$ cat config.mk
export PLATFORM = sky130hd
export DESIGN_NAME = addrSpiSlave
export DESIGN_NICKNAME = d
export VERILOG_FILES = /design/src/rtl/addrSpiPkg.sv /design/src/rtl/addrSpiDatapath.sv /design/src/rtl/addrSpiCtrl.sv /design/src/rtl/addrSpiSlave.sv
export SDC_FILE = /design/constraint.sdc
export NUM_CORES = 1
export LEC_CHECK = 0
export BUFFER_PORTS_ARGS = -buffer_cell sky130_fd_sc_hd__buf_2
export CAP_MARGIN = 10
export CORE_UTILIZATION = 57
export CTS_CLUSTER_DIAMETER = 200
export DETAILED_ROUTE_END_ITERATION = 6
export HOLD_SLACK_MARGIN = 0.06
export PLACE_DENSITY = 0.93
export SYNTH_ARGS = -nofsm -noshare
export SYNTH_HDL_FRONTEND = slang
export SYNTH_SLANG_ARGS = --single-unit
$ cat constraint.sdc
create_clock -name clk -period 4.11 [get_ports clk]
set_input_delay 0.2055 -clock clk [delete_from_list [all_inputs] [get_ports clk]]
set_output_delay 0.2055 -clock clk [all_outputs]
set_load 0.05 [all_outputs]
$ cat src/rtl/addrSpiPkg.sv
package addrSpiPkg;
  typedef enum logic [2:0] {
    S_IDLE, S_ADDR, S_OPC, S_WDATA, S_RSTAT, S_RDATA, S_DONE, S_STANDBY
  } spiState_e;

  typedef struct packed {
    logic clrCnt;    // hold bit counter at zero
    logic loadStat;  // load status byte into output shifter
    logic loadData;  // load read data into output shifter
    logic shiftOut;  // shift output on serial clock falling edge
  } spiStrobe_t;
endpackage

$ cat src/rtl/addrSpiDatapath.sv
module addrSpiDatapath
  import addrSpiPkg::*;
#(
  parameter int DW          = 8,
  parameter int SYNC_STAGES = 2
) (
  input  logic          clk,
  input  logic          rstN,
  input  logic          csN,
  input  logic          sck,
  input  logic          si,
  input  spiStrobe_t    strb,
  input  logic [DW-1:0] statusIn,
  input  logic [DW-1:0] rdData,
  output logic          csHigh,
  output logic          csFall,
  output logic          byteDone,
  output logic [DW-1:0] rxByte,
  output logic          soBit
);
  localparam int CW = (DW > 1) ? $clog2(DW) : 1;
  localparam logic [CW-1:0] LAST_BIT = CW'(DW - 1);

  logic [SYNC_STAGES-1:0] csSync, sckSync, siSync;
  logic csPrev, sckPrev;
  logic csNow, sckNow, siNow, sckRise, sckFall;
  logic [CW-1:0] bitCnt;
  logic [DW-1:0] shiftIn, outReg;

  always_ff @(posedge clk or negedge rstN) begin
    if (!rstN) begin
      csSync  <= '1;
      sckSync <= '0;
      siSync  <= '0;
      csPrev  <= 1'b1;
      sckPrev <= 1'b0;
    end else begin
      csSync  <= {csSync[SYNC_STAGES-2:0], csN};
      sckSync <= {sckSync[SYNC_STAGES-2:0], sck};
      siSync  <= {siSync[SYNC_STAGES-2:0], si};
      csPrev  <= csNow;
      sckPrev <= sckNow;
    end
  end

  assign csNow   = csSync[SYNC_STAGES-1];
  assign sckNow  = sckSync[SYNC_STAGES-1];
  assign siNow   = siSync[SYNC_STAGES-1];
  assign csHigh  = csNow;
  assign csFall  = csPrev & ~csNow;
  assign sckRise = sckNow & ~sckPrev;
  assign sckFall = ~sckNow & sckPrev;

  // receive shifter and bit counter
  always_ff @(posedge clk or negedge rstN) begin
    if (!rstN) begin
      bitCnt  <= '0;
      shiftIn <= '0;
    end else if (strb.clrCnt) begin
      bitCnt  <= '0;
    end else if (sckRise) begin
      shiftIn <= {shiftIn[DW-2:0], siNow};
      bitCnt  <= (bitCnt == LAST_BIT) ? '0 : bitCnt + 1'b1;
    end
  end

  assign rxByte   = {shiftIn[DW-2:0], siNow};
  assign byteDone = sckRise && (bitCnt == LAST_BIT) && !csNow;

  // transmit shifter
  always_ff @(posedge clk or negedge rstN) begin
    if (!rstN) begin
      outReg <= '0;
      soBit  <= 1'b0;
    end else if (strb.loadStat) begin
      outReg <= statusIn;
    end else if (strb.loadData) begin
      outReg <= rdData;
    end else if (strb.shiftOut && sckFall) begin
      soBit  <= outReg[DW-1];
      outReg <= {outReg[DW-2:0], 1'b0};
    end
  end

  // while chip select is high the bit counter is held at zero
  a_r9_cnt_cleared: assert property (@(posedge clk) disable iff (!rstN)
    csHigh |=> (bitCnt == '0));
  // output bit moves only on a synchronized falling edge of sck
  a_r10_so_on_fall: assert property (@(posedge clk) disable iff (!rstN)
    (soBit != $past(soBit)) |-> $past(sckFall));
endmodule

$ cat src/rtl/addrSpiCtrl.sv
module addrSpiCtrl
  import addrSpiPkg::*;
#(
  parameter int          DW        = 8,
  parameter logic [DW-1:0] OPC_READ  = 8'h03,
  parameter logic [DW-1:0] OPC_WRITE = 8'h02
) (
  input  logic          clk,
  input  logic          rstN,
  input  logic          csHigh,
  input  logic          csFall,
  input  logic          byteDone,
  input  logic [DW-1:0] rxByte,
  input  logic [DW-1:0] devAddr,
  input  logic          swAddrMode,
  output spiStrobe_t    strb,
  output logic          soOe,
  output logic [DW-1:0] opcode,
  output logic          opValid,
  output logic [DW-1:0] wrData,
  output logic          wrStrobe,
  output logic          rdReq
);
  spiState_e state;

  always_ff @(posedge clk or negedge rstN) begin
    if (!rstN) begin
      state    <= S_IDLE;
      opcode   <= '0;
      opValid  <= 1'b0;
      wrData   <= '0;
      wrStrobe <= 1'b0;
      rdReq    <= 1'b0;
    end else begin
      opValid  <= 1'b0;
      wrStrobe <= 1'b0;
      rdReq    <= 1'b0;
      if (csHigh) begin
        state <= S_IDLE;
      end else begin
        case (state)
          S_IDLE:  if (csFall) state <= swAddrMode ? S_ADDR : S_OPC;
          S_ADDR:  if (byteDone) state <= (rxByte == devAddr) ? S_OPC : S_STANDBY;
          S_OPC: if (byteDone) begin
            opcode  <= rxByte;
            opValid <= 1'b1;
            if (rxByte == OPC_READ) begin
              rdReq <= 1'b1;
              state <= S_RSTAT;
            end else if (rxByte == OPC_WRITE) begin
              state <= S_WDATA;
            end else begin
              state <= S_DONE;
            end
          end
          S_WDATA: if (byteDone) begin
            wrData   <= rxByte;
            wrStrobe <= 1'b1;
            state    <= S_DONE;
          end
          S_RSTAT: if (byteDone) state <= S_RDATA;
          S_RDATA: if (byteDone) state <= S_DONE;
          default: state <= state;
        endcase
      end
    end
  end

  always_comb begin
    strb.clrCnt   = csHigh;
    strb.loadStat = (state == S_OPC) && byteDone && !csHigh && (rxByte == OPC_READ);
    strb.loadData = (state == S_RSTAT) && byteDone && !csHigh;
    strb.shiftOut = (state == S_RSTAT) || (state == S_RDATA);
  end

  assign soOe = (state == S_RSTAT) || (state == S_RDATA);

  a_r6_wr_single: assert property (@(posedge clk) disable iff (!rstN)
    wrStrobe |=> !wrStrobe);
  a_r5_rdreq_single: assert property (@(posedge clk) disable iff (!rstN)
    rdReq |=> !rdReq);
  a_r8_oe_drops: assert property (@(posedge clk) disable iff (!rstN)
    csHigh |=> !soOe);
  a_r4_standby_holds: assert property (@(posedge clk) disable iff (!rstN)
    (state == S_STANDBY && !csHigh) |=> (state == S_STANDBY) && !opValid && !wrStrobe && !rdReq);
  a_r2_opvalid_pulse: assert property (@(posedge clk) disable iff (!rstN)
    opValid |=> !opValid);
endmodule

$ cat src/rtl/addrSpiSlave.sv
module addrSpiSlave
  import addrSpiPkg::*;
#(
  parameter int            DW          = 8,
  parameter int            SYNC_STAGES = 2,
  parameter logic [DW-1:0] OPC_READ    = 8'h03,
  parameter logic [DW-1:0] OPC_WRITE   = 8'h02
) (
  input  logic          clk,
  input  logic          rstN,
  input  logic          csN,
  input  logic          sck,
  input  logic          si,
  output logic          soData,
  output logic          soOe,
  input  logic [DW-1:0] devAddr,
  input  logic          swAddrMode,
  output logic [DW-1:0] opcode,
  output logic          opValid,
  output logic [DW-1:0] wrData,
  output logic          wrStrobe,
  output logic          rdReq,
  input  logic [DW-1:0] statusIn,
  input  logic [DW-1:0] rdData
);
  spiStrobe_t    strb;
  logic          csHigh, csFall, byteDone, soBit;
  logic [DW-1:0] rxByte;

  addrSpiDatapath #(.DW(DW), .SYNC_STAGES(SYNC_STAGES)) i_dp (
    .clk(clk), .rstN(rstN), .csN(csN), .sck(sck), .si(si),
    .strb(strb), .statusIn(statusIn), .rdData(rdData),
    .csHigh(csHigh), .csFall(csFall), .byteDone(byteDone),
    .rxByte(rxByte), .soBit(soBit)
  );

  addrSpiCtrl #(.DW(DW), .OPC_READ(OPC_READ), .OPC_WRITE(OPC_WRITE)) i_ctrl (
    .clk(clk), .rstN(rstN), .csHigh(csHigh), .csFall(csFall),
    .byteDone(byteDone), .rxByte(rxByte), .devAddr(devAddr),
    .swAddrMode(swAddrMode), .strb(strb), .soOe(soOe),
    .opcode(opcode), .opValid(opValid), .wrData(wrData),
    .wrStrobe(wrStrobe), .rdReq(rdReq)
  );

  assign soData = soOe ? soBit : 1'b0;
endmodule

==> run metrics <==
outcome finished, final reports clean; Seq pwr share 58.4%; Clk Tree Root Cell clkbuf_8; internal power 0.742 mW; Worst Setup End Kind flip-flop; delay-heaviest family, CP simple AND/OR/NAND/NOR gates; Fin. Hold Viols 0; starting density of the core 60.0%; Static Leak 1.32 nW; CTS tree built; diode count 0; pin count of the biggest net entering global routing 50; Mapped Cells roughly 160; clock skew 0.0110 ns; post-place instance area 2500 sq um; leading cell type in the layout, fill and taps excluded buf_2; final instance area approximately 2600 sq um; synth warn 0; DRT iter0 DRCs between 50 and 60; clock share of power between 20% and 30%; vias per cell 5.50; slowest stage delay, CP 0.41 ns; port bufs 50; vias 1,436; vias in the first global route 1,558; clock-pin slew on the worst setup and hold paths 0.09 ns; Final nets 244; Area growth, synth to finish 17.6%; switching share of power 26.5%; CTS resizes 0; clock latency on the worst-skew pair ~0.30 ns; Clock Path Buffers 2; layout cell share with drive strength beyond 1 50.2%; FP Rows 22; top-level port count 51; Worst EP required roughly 4.3 ns; DR pass1 iterations 4; first-pass GRT wire length 7190 um; Crit-path slowest cell and4bb_1; min Tclk post-route 2.11 ns; Slew Viols, Final 0; fmax 475 MHz; max_cap viols 0; Worst Hold Class primary input to asynchronous set/reset pin; Die ar. 4160 sq um; Die Height 64.5 um; Avg Cell Area, Syn 14.1 sq um; GRT Residual Overflow 0; Yosys cell types 41; Reg-to-Reg End i_ctrl.opcode[2]; Period Utilization, post-route 51.2%; DRT antenna net count 0; syn nets 190; Max-slew headroom 32.4%; routed len/inst about 16 um; setup repair after global routing missed its margin false; GRT Util Overall between 20% and 30%; Comb power frac a little over an eighth; FF-to-FF Start i_dp.bitCnt[0]; Clock Sink Count 49; H-tree depth 2; antenna violations before repair 0; DRT Wirelength 4070 um; Net Sw Power between 0.2 and 0.3 mW; TNS Setup 0 ns; Pwr Density 385 nW/um^2; DRC Markers 0; Num CTS Buffers 5; Critical Path AT 2.28 ns; post-synth design cell area 2230 sq um; maximum vdd drop 341 uV; RD Place Congestion 0.882; Worst Setup Start Kind flip-flop; commonest non-fill, non-tap cells in the layout buf_2 (50), dfrtp_1 (46), mux2_2 (40); detailed placer's ending HPWL 2940 um; core area 3720 sq um; CP dominant cell by count ha_1; total power slightly above 1 mW; Die Width 64.5 um; Crit path depth 6; Seq/Total Area, Yosys 55.2%; setup slack, reg-to-reg roughly 2 ns; #FFs+latches synth 49; CP max FO 9; r2r worst-path depth 6; worst slew pin tran about 1.0 ns; Post-Route Utilization 70.5%; crit path buf inv count 0; critical path class flip-flop to flip-flop; setup violators final 0; crit-path cells ha_1 > ha_1 > and4bb_1 > nand3_2 > nor2_4 > mux2_2
[power by group through the flow]
stage | clock, mW | sequential (mW) | combinational [mW]
after floorplan | 0 | 0.572 | 0.101
after global placement | 0 | 0.593 | 0.124
after global routing | 0.317 | 0.598 | 0.148
after CTS | 0.292 | 0.589 | 0.134
after detailed placement | 0 | 0.598 | 0.131
final | 0.288 | 0.590 | 0.132
[flip-flops by register name (all words and copies together), names as in the netlist, 2 cells and up]
name           flops
i_dp.bitCnt        3
i_dp.siSync        2
i_dp.shiftIn       7
i_ctrl.state       3
i_dp.outReg        8
i_dp.csSync        2
i_dp.sckSync       2
i_ctrl.wrData      8
i_ctrl.opcode      8
[layer usage]
layer / vias up / GRT usage [%] / share of wire (%)
li1: 676 / - / -
met4: 0 / 9.17 / 0.86
met1: 705 / 30.0 / 45
met3: 4 / 3.52 / 4.7
met2: 51 / 38.3 / 49
met5: - / 0 / 0
[stage by stage]
step	worst slack [ns]	std cells	hold slack (ns)
after floorplan	1.84	158	-0.0901
final	2.01	261	0.0711
after detailed placement	2.01	250	0.315
after global placement	2.10	250	0.310
after global routing	1.86	261	0.137
after CTS	1.99	261	0.116
[repair_timing]
| item | in CTS | in global routing |
|---|---|---|
| endpoints found under the hold margin | 3 | 0 |
| hold buffers | 3 | 0 |
| setup buffers | 0 | 0 |
[cell type report]
class,count,area [sq um]
Clock buffer,7,86.3
Clock inverter,1,7.51
Fill cell,276,1090
Inverter,5,18.8
Multi-Input combinational cell,97,931
Sequential cell,49,1230
Tap cell,48,60.1
Timing Repair Buffer,54,288
[Yosys cell counts (all sizes together)]
master / instances / area, sq um
dfrtp: 46 / 1150
mux2: 45 / 507
xnor2: 8 / 70.1
buf: 6 / 45.0
nor2: 6 / 37.5
inv: 5 / 18.8
a21oi: 4 / 20.0
dfstp: 3 / 78.8
nand4: 3 / 25.0
ha: 2 / 25.0
mux2i: 2 / 20.0
nand3: 2 / 15.0
nand3b: 2 / 27.5
nor2b: 2 / 12.5
nor4: 2 / 12.5
o21ai: 2 / 10.0
a211oi: 1 / 7.51
a221o: 1 / 10.0
a22oi: 1 / 7.51
a2bb2oi: 1 / 8.76
a31oi: 1 / 6.26
and2: 1 / 6.26
and4bb: 1 / 12.5
clkbuf: 1 / 3.75
nand2b: 1 / 6.26
nand4bb: 1 / 11.3
nor3: 1 / 5.00
nor4b: 1 / 15.0
nor4bb: 1 / 10.0
o2111a: 1 / 11.3
o211ai: 1 / 7.51
o21bai: 1 / 7.51
o31ai: 1 / 7.51
xor2: 1 / 8.76
[kinds of logic after synthesis]
kind of cell | share of synthesized area (%)
AO/OA/AOI/OAI | 4.66
XOR/XNOR | 3.54
adder cells (fa/ha/maj) | 1.12
buffers and inverters | 3.03
flip-flops | 55.2
multiplexers | 23.6
AND/OR/NAND/NOR | 8.81
[worst max path at each step]
stage / from / to / slack [ns]
3_5_place_dp: i_dp.bitCnt[0] / i_ctrl.opcode[3] / 2.01
3_3_place_gp: i_dp.bitCnt[0] / i_dp.outReg[6] / 2.10
5_1_grt: i_dp.bitCnt[0] / i_ctrl.opcode[2] / 1.86
2_1_floorplan: i_ctrl.state[1] / i_dp.outReg[1] / 1.84
4_1_cts: i_dp.bitCnt[0] / i_ctrl.opcode[2] / 1.99
6_report: i_dp.bitCnt[0] / i_ctrl.opcode[2] / 2.01
Note: power is estimated with default switching activity, not from simulation.
